**config.mk**
```make
export PLATFORM = sky130hd
export DESIGN_NAME = vlr_lookup
export DESIGN_NICKNAME = d
export VERILOG_FILES = /design/src/rtl/vlr_pkg.sv /design/src/rtl/vlr_bank.sv /design/src/rtl/vlr_select.sv /design/src/rtl/vlr_search.sv /design/src/rtl/vlr_lookup.sv
export SDC_FILE = /design/constraint.sdc
export NUM_CORES = 1
export LEC_CHECK = 0
export BUFFER_PORTS_ARGS = -buffer_cell sky130_fd_sc_hd__buf_2
export CAP_MARGIN = 20
export CORE_ASPECT_RATIO = 0.9
export CORE_MARGIN = 2
export CORE_UTILIZATION = 40
export CTS_BUF_LIST = sky130_fd_sc_hd__clkbuf_8
export DETAILED_ROUTE_END_ITERATION = 10
export MAX_ROUTING_LAYER = met4
export PLACE_DENSITY = 0.67
export SETUP_SLACK_MARGIN = 0.4
export SYNTH_ARGS = -nofsm -noshare
export SYNTH_HDL_FRONTEND = slang
export SYNTH_HIERARCHICAL = 1
export SYNTH_SLANG_ARGS = --single-unit
```
**constraint.sdc**
```tcl
create_clock -name clk -period 4.8 [get_ports clk]
set_input_delay 0.96 -clock clk [delete_from_list [all_inputs] [get_ports clk]]
set_output_delay 0.96 -clock clk [all_outputs]
set_load 0.1 [all_outputs]
```
**src/rtl/vlr_pkg.sv**
```systemverilog
package vlr_pkg;

    localparam int VID_W  = 10;
    localparam int WORD_W = 32;

    typedef enum logic [1:0] {
        LR_IDLE     = 2'd0,
        LR_PEND     = 2'd1,
        LR_ACT      = 2'd2,
        LR_ACT_PEND = 2'd3
    } lr_state_e;

    // Stored entry layout, MSB first
    typedef struct packed {
        logic             hw;
        logic             grp;
        lr_state_e        st;
        logic [4:0]       prio;
        logic [2:0]       rsvd;
        logic [9:0]       mid;
        logic [VID_W-1:0] vid;
    } lr_word_t;

    typedef struct packed {
        logic [VID_W-1:0] vid;
        logic [9:0]       pid;
        logic [2:0]       cpu;
        logic             eoi;
        logic [7:0]       prio;
        lr_state_e        st;
        logic             grp;
        logic             hw;
    } lr_view_t;

    function automatic logic lr_is_live(lr_state_e s);
        logic r;
        unique case (s)
            LR_IDLE:     r = 1'b0;
            LR_PEND:     r = 1'b1;
            LR_ACT:      r = 1'b1;
            LR_ACT_PEND: r = 1'b1;
        endcase
        return r;
    endfunction

    function automatic logic lr_is_acked(lr_state_e s);
        logic r;
        unique case (s)
            LR_IDLE:     r = 1'b0;
            LR_PEND:     r = 1'b0;
            LR_ACT:      r = 1'b1;
            LR_ACT_PEND: r = 1'b1;
        endcase
        return r;
    endfunction

    function automatic lr_view_t lr_decode(lr_word_t w);
        lr_view_t v;
        v.vid  = w.vid;
        v.pid  = w.mid;
        v.cpu  = w.mid[2:0];
        v.eoi  = w.mid[9] & ~w.hw;
        v.prio = {w.prio, 3'b000};
        v.st   = w.st;
        v.grp  = w.grp;
        v.hw   = w.hw;
        return v;
    endfunction

endpackage

```
**src/rtl/vlr_bank.sv**
```systemverilog
module vlr_bank
    import vlr_pkg::*;
#(
    parameter int NUM_CPU = 2,
    parameter int NUM_LR  = 4,
    localparam int CPU_W  = (NUM_CPU > 1) ? $clog2(NUM_CPU) : 1,
    localparam int LR_W   = (NUM_LR > 1) ? $clog2(NUM_LR) : 1
) (
    input  logic              clk,
    input  logic              rst_n,
    input  logic              wr_en,
    input  logic [CPU_W-1:0]  wr_cpu,
    input  logic [LR_W-1:0]   wr_lr,
    input  logic [WORD_W-1:0] wr_data,
    output lr_word_t          bank_q [NUM_CPU][NUM_LR]
);

    for (genvar c = 0; c < NUM_CPU; c++) begin : g_cpu
        for (genvar l = 0; l < NUM_LR; l++) begin : g_lr
            logic hit_wr;
            assign hit_wr = wr_en && (wr_cpu == CPU_W'(c)) && (wr_lr == LR_W'(l));
            always_ff @(posedge clk or negedge rst_n) begin
                if (!rst_n) begin
                    bank_q[c][l] <= '0;
                end else if (hit_wr) begin
                    bank_q[c][l] <= lr_word_t'(wr_data);
                end
            end
        end
    end

    logic all_idle;
    always_comb begin
        all_idle = 1'b1;
        for (int c = 0; c < NUM_CPU; c++)
            for (int l = 0; l < NUM_LR; l++)
                if (bank_q[c][l].st != LR_IDLE) all_idle = 1'b0;
    end


    reset_clear_chk: assert property (@(posedge clk) disable iff (!rst_n)
        $rose(rst_n) |-> all_idle);


    write_lands_chk: assert property (@(posedge clk) disable iff (!rst_n)
        (wr_en && int'(wr_cpu) < NUM_CPU && int'(wr_lr) < NUM_LR) |=>
        (bank_q[$past(wr_cpu)][$past(wr_lr)] == lr_word_t'($past(wr_data))));

endmodule

```
**src/rtl/vlr_select.sv**
```systemverilog
module vlr_select
    import vlr_pkg::*;
#(
    parameter int NUM_CPU = 2,
    parameter int NUM_LR  = 4,
    localparam int CPU_W  = (NUM_CPU > 1) ? $clog2(NUM_CPU) : 1,
    localparam int IF_W   = $clog2(2 * NUM_CPU)
) (
    input  lr_word_t         bank_q [NUM_CPU][NUM_LR],
    input  logic [IF_W-1:0]  q_iface,
    output lr_word_t         row    [NUM_LR]
);

    logic [IF_W-1:0] phys;
    logic            in_range;

    always_comb begin
        phys     = (q_iface >= IF_W'(NUM_CPU)) ? (q_iface - IF_W'(NUM_CPU)) : q_iface;
        in_range = (int'(phys) < NUM_CPU);
        for (int l = 0; l < NUM_LR; l++) begin
            row[l] = in_range ? bank_q[phys[CPU_W-1:0]][l] : '0;
        end
    end

endmodule

```
**src/rtl/vlr_search.sv**
```systemverilog
module vlr_search
    import vlr_pkg::*;
#(
    parameter int NUM_LR = 4,
    localparam int LR_W  = (NUM_LR > 1) ? $clog2(NUM_LR) : 1
) (
    input  logic             clk,
    input  logic             rst_n,
    input  lr_word_t         row [NUM_LR],
    input  logic [VID_W-1:0] q_id,
    output logic             any_acked,
    output logic             found,
    output logic [LR_W-1:0]  idx,
    output lr_word_t         sel
);

    logic [NUM_LR-1:0] live_m;
    logic [NUM_LR-1:0] ack_m;

    for (genvar l = 0; l < NUM_LR; l++) begin : g_cmp
        logic id_eq;
        assign id_eq     = (row[l].vid == q_id);
        assign live_m[l] = id_eq && lr_is_live(row[l].st);
        assign ack_m[l]  = id_eq && lr_is_acked(row[l].st);
    end

    assign any_acked = |ack_m;

    always_comb begin
        found = 1'b0;
        idx   = '0;
        for (int l = NUM_LR - 1; l >= 0; l--) begin
            if (live_m[l]) begin
                found = 1'b1;
                idx   = LR_W'(l);
            end
        end
        sel = found ? row[idx] : '0;
    end

    logic [NUM_LR-1:0] below_mask;
    assign below_mask = (NUM_LR'(1) << idx) - NUM_LR'(1);


    lowest_wins_chk: assert property (@(posedge clk) disable iff (!rst_n)
        found |-> ((live_m & below_mask) == '0));


    miss_zero_chk: assert property (@(posedge clk) disable iff (!rst_n)
        !found |-> (idx == '0 && sel == '0));


    sel_live_chk: assert property (@(posedge clk) disable iff (!rst_n)
        found |-> (sel.vid == q_id && sel.st != LR_IDLE));

endmodule

```
**src/rtl/vlr_lookup.sv**
```systemverilog
module vlr_lookup
    import vlr_pkg::*;
#(
    parameter int NUM_CPU = 2,
    parameter int NUM_LR  = 4,
    localparam int CPU_W  = (NUM_CPU > 1) ? $clog2(NUM_CPU) : 1,
    localparam int LR_W   = (NUM_LR > 1) ? $clog2(NUM_LR) : 1,
    localparam int IF_W   = $clog2(2 * NUM_CPU)
) (
    input  logic              clk,
    input  logic              rst_n,
    input  logic              wr_en,
    input  logic [CPU_W-1:0]  wr_cpu,
    input  logic [LR_W-1:0]   wr_lr,
    input  logic [31:0]       wr_data,
    input  logic [IF_W-1:0]   q_iface,
    input  logic [9:0]        q_id,
    output logic              chk_active,
    output logic              lu_miss,
    output logic [LR_W-1:0]   lu_idx,
    output logic [9:0]        lu_vid,
    output logic [9:0]        lu_pid,
    output logic [2:0]        lu_src_cpu,
    output logic              lu_eoi,
    output logic [7:0]        lu_prio,
    output logic [1:0]        lu_state,
    output logic              lu_grp,
    output logic              lu_hw
);

    lr_word_t bank_q [NUM_CPU][NUM_LR];
    lr_word_t row    [NUM_LR];
    lr_word_t sel;
    lr_view_t view;
    logic     found;

    vlr_bank #(.NUM_CPU(NUM_CPU), .NUM_LR(NUM_LR)) u_bank (
        .clk     (clk),
        .rst_n   (rst_n),
        .wr_en   (wr_en),
        .wr_cpu  (wr_cpu),
        .wr_lr   (wr_lr),
        .wr_data (wr_data),
        .bank_q  (bank_q)
    );

    vlr_select #(.NUM_CPU(NUM_CPU), .NUM_LR(NUM_LR)) u_select (
        .bank_q  (bank_q),
        .q_iface (q_iface),
        .row     (row)
    );

    vlr_search #(.NUM_LR(NUM_LR)) u_search (
        .clk       (clk),
        .rst_n     (rst_n),
        .row       (row),
        .q_id      (q_id),
        .any_acked (chk_active),
        .found     (found),
        .idx       (lu_idx),
        .sel       (sel)
    );

    always_comb begin
        view       = lr_decode(sel);
        lu_miss    = !found;
        lu_vid     = view.vid;
        lu_pid     = view.pid;
        lu_src_cpu = view.cpu;
        lu_eoi     = view.eoi;
        lu_prio    = view.prio;
        lu_state   = view.st;
        lu_grp     = view.grp;
        lu_hw      = view.hw;
    end


    acked_is_live_chk: assert property (@(posedge clk) disable iff (!rst_n)
        chk_active |-> !lu_miss);


    prio_low_zero_chk: assert property (@(posedge clk) disable iff (!rst_n)
        lu_prio[2:0] == 3'b000);


    eoi_hw_excl_chk: assert property (@(posedge clk) disable iff (!rst_n)
        !(lu_eoi && lu_hw));

endmodule

```
==> results.md <==
- Critical Path Start Type: input pin
- Vias in the first global route: ~8,000
- Count of input and output buffers: 82
- Cts bufs inserted: 39
- Arrival @ worst endpoint: roughly 3800 ps
- Clock slew at reported path FFs: roughly 60 ps
- Flop2flop setup slack: ~4000 ps
- Worst Tran Pin Value: roughly 740 ps
- P_leak: roughly 0.0063 µW
- Starting Density: a little over 40%
- Req. time, crit path: roughly 3800 ps
- Starting DRT DRC Count: roughly 380
- FMAX: 0.211 GHz
- Crit-path max FO: 8
- Largest register FFs: between 200 and 250
- Final Cycle Share: between 90% and 100%
- Clock Tree Buf Depth: 3
- Min Hold Slack: 388 ps
- Total track usage: approximately a fifth
- Initial antenna violation count: 5
- Hold Vio Cnt, Final: 0
- Worst reg2reg startpoint: u_bank/bank_q[202]
- Netlist Area Pre-Place: approximately 12,000 µm²
- CP delay by family, top: buffers and inverters
- DP HPWL: 19.0 mm
- Grt ovf: 0
- Hold Buf Count CTS: 0
- Final Max Slew Viols: 0
- Worst setup path class: input pin to output pin
- # setup viols final: 0
- Max cap viols: 0
- Largest regs: u_bank/bank_q: 232 flops
- FP Rows: 59
- Die Area: between 30,000 and 40,000 µm²
- Fin area: 14,800 µm²
- DRC: 0
- Metal-1 WL: 13.5 mm
- Stages on worst setup path: 12
- Wire length on met2: between 10 and 15 mm
- Area grow syn2layout: 24.7%
- Tot Pwr: between 5000 and 6000 µW
- Core area: just under 30,000 µm²
- Layout cells sized above 1: 59.7%
- CTS root buffer: clkbuf_8
- Routed WL: 29.6 mm
- Place WS: -82.4 ps
- Worst Hold Class: input pin to async pin
- Crit path cell chain: buf_16 > buf_12 > mux2_4 > xnor2_2 > nand4_1 > or4_4 > a211o_4 > buf_12 > buf_12 > mux2i_2 > o22ai_4 > buf_12
- FF-to-FF End: u_bank/bank_q[202]
- H-tree levels: 2
- Ports: 90
- Peak supply drop: 219 µV
- Most flops, register: u_bank/bank_q
- CTS tree: built
- Status: completed
- Post-Syn Instances: 856
- Vias: between 7,000 and 8,000
- Buf/Inv on CP: 5
- Placed Area: 13,600 µm²
- Drt wl/cell: approximately 21 µm
- Final nets: slightly above 1,000
- RSZ-0062 raised after global routing: yes
- Yosys warning count: 6
- Slew headroom: roughly 51%
- Clock Latency Late Sink: between 500 and 600 ps
- Largest net degree at the start of global routing: 90
- CTS Sinks: 232
- Critical Path Most Common Cell: buf_12
- Setup_tns: 0 ps
- Die width: 185 µm
- Minimum clock period: 4740 ps
- Pre-antenna DRT Iters: 4
- Syn_area_per_cell: between 10 and 15 µm²
- Reg2reg path depth: 1
- Slowest CP cell: or4_4
- Met3 wire len: 1.35 mm
- GP Congestion: ~0.85
- Highest routed layer: met4
- Vias/cell: approximately 5.2
- Final clock skew: 0 ps
- Setup WS post-layout: 56.5 ps
- Post-route ant nets: 0
- Die extent in y: roughly 170 µm
- Global-route wire length before repair: about 47 mm
- Largest stage delay, worst path: ~550 ps
- P per Cell Area: 372 nW/µm²
- Worst setup EP type: output pin
[worst max-delay path by stage]
stage | from | end
after floorplan | q_iface[0] | lu_state[0]
after global placement | q_iface[0] | lu_src_cpu[1]
after detailed placement | q_iface[0] | lu_src_cpu[1]
after CTS | q_iface[0] | lu_eoi
after global routing | q_iface[0] | lu_eoi
final | q_iface[0] | lu_src_cpu[0]
[through the flow]
| stage | utilization, % | instances |
|---|---|---|
| after global placement | 46.9 | 1316 |
| final | 51.0 | 1400 |
| after floorplan | - | 858 |
| after global routing | 51.0 | 1400 |
| after CTS | 50.5 | 1391 |
| after detailed placement | 46.9 | 1316 |
[report_power, final]
part,internal (µW),switching (µW)
sequential,2390,195
clock,843,786
combinational,727,561
[cell type report]
type | instances | area, µm²
sequential | 232 | 5810
clock inverter | 16 | 67.6
tap | 396 | 495
clock buffer | 45 | 619
fill | 2486 | 14200
multi-input combinational | 552 | 6040
inverter | 3 | 15.0
timing repair buffer | 151 | 1730
antenna | 5 | 12.5
[cell usage in the layout, fill, tap and decap left out, types with 3 or more instances in the layout]
master / instances
nand3_1: 5
buf_12: 48
clkinv_2: 3
o21ai_4: 6
mux2i_2: 14
mux2i_1: 19
mux2_4: 11
diode_2: 5
xnor2_1: 19
xor2_1: 6
nand4b_1: 3
nand4_1: 9
conb_1: 3
mux2_2: 312
nor4bb_4: 3
buf_4: 50
buf_2: 44
dfrtp_1: 232
nor3b_1: 6
inv_1: 14
xnor2_2: 15
mux2_1: 25
nand2_1: 3
o22ai_4: 21
a21oi_1: 21
buf_16: 3
clkbuf_8: 45
buf_8: 3
nor2_1: 30
[per-layer routing]
metal,vias to the layer above,track usage [%]
li1,3344,-
met1,3776,27.8
met2,156,31.9
met3,51,3.63
met4,0,5.52
met5,-,-
[what timing repair did]
item	in CTS	in global routing
hold endpoints to repair	0	0
gates resized for setup	45	12
pin swaps	13	10
setup buffers	12	2
endpoints found under the setup margin	36	36
cloned	2	1
No activity file was read; power rests on OpenSTA's default activity.
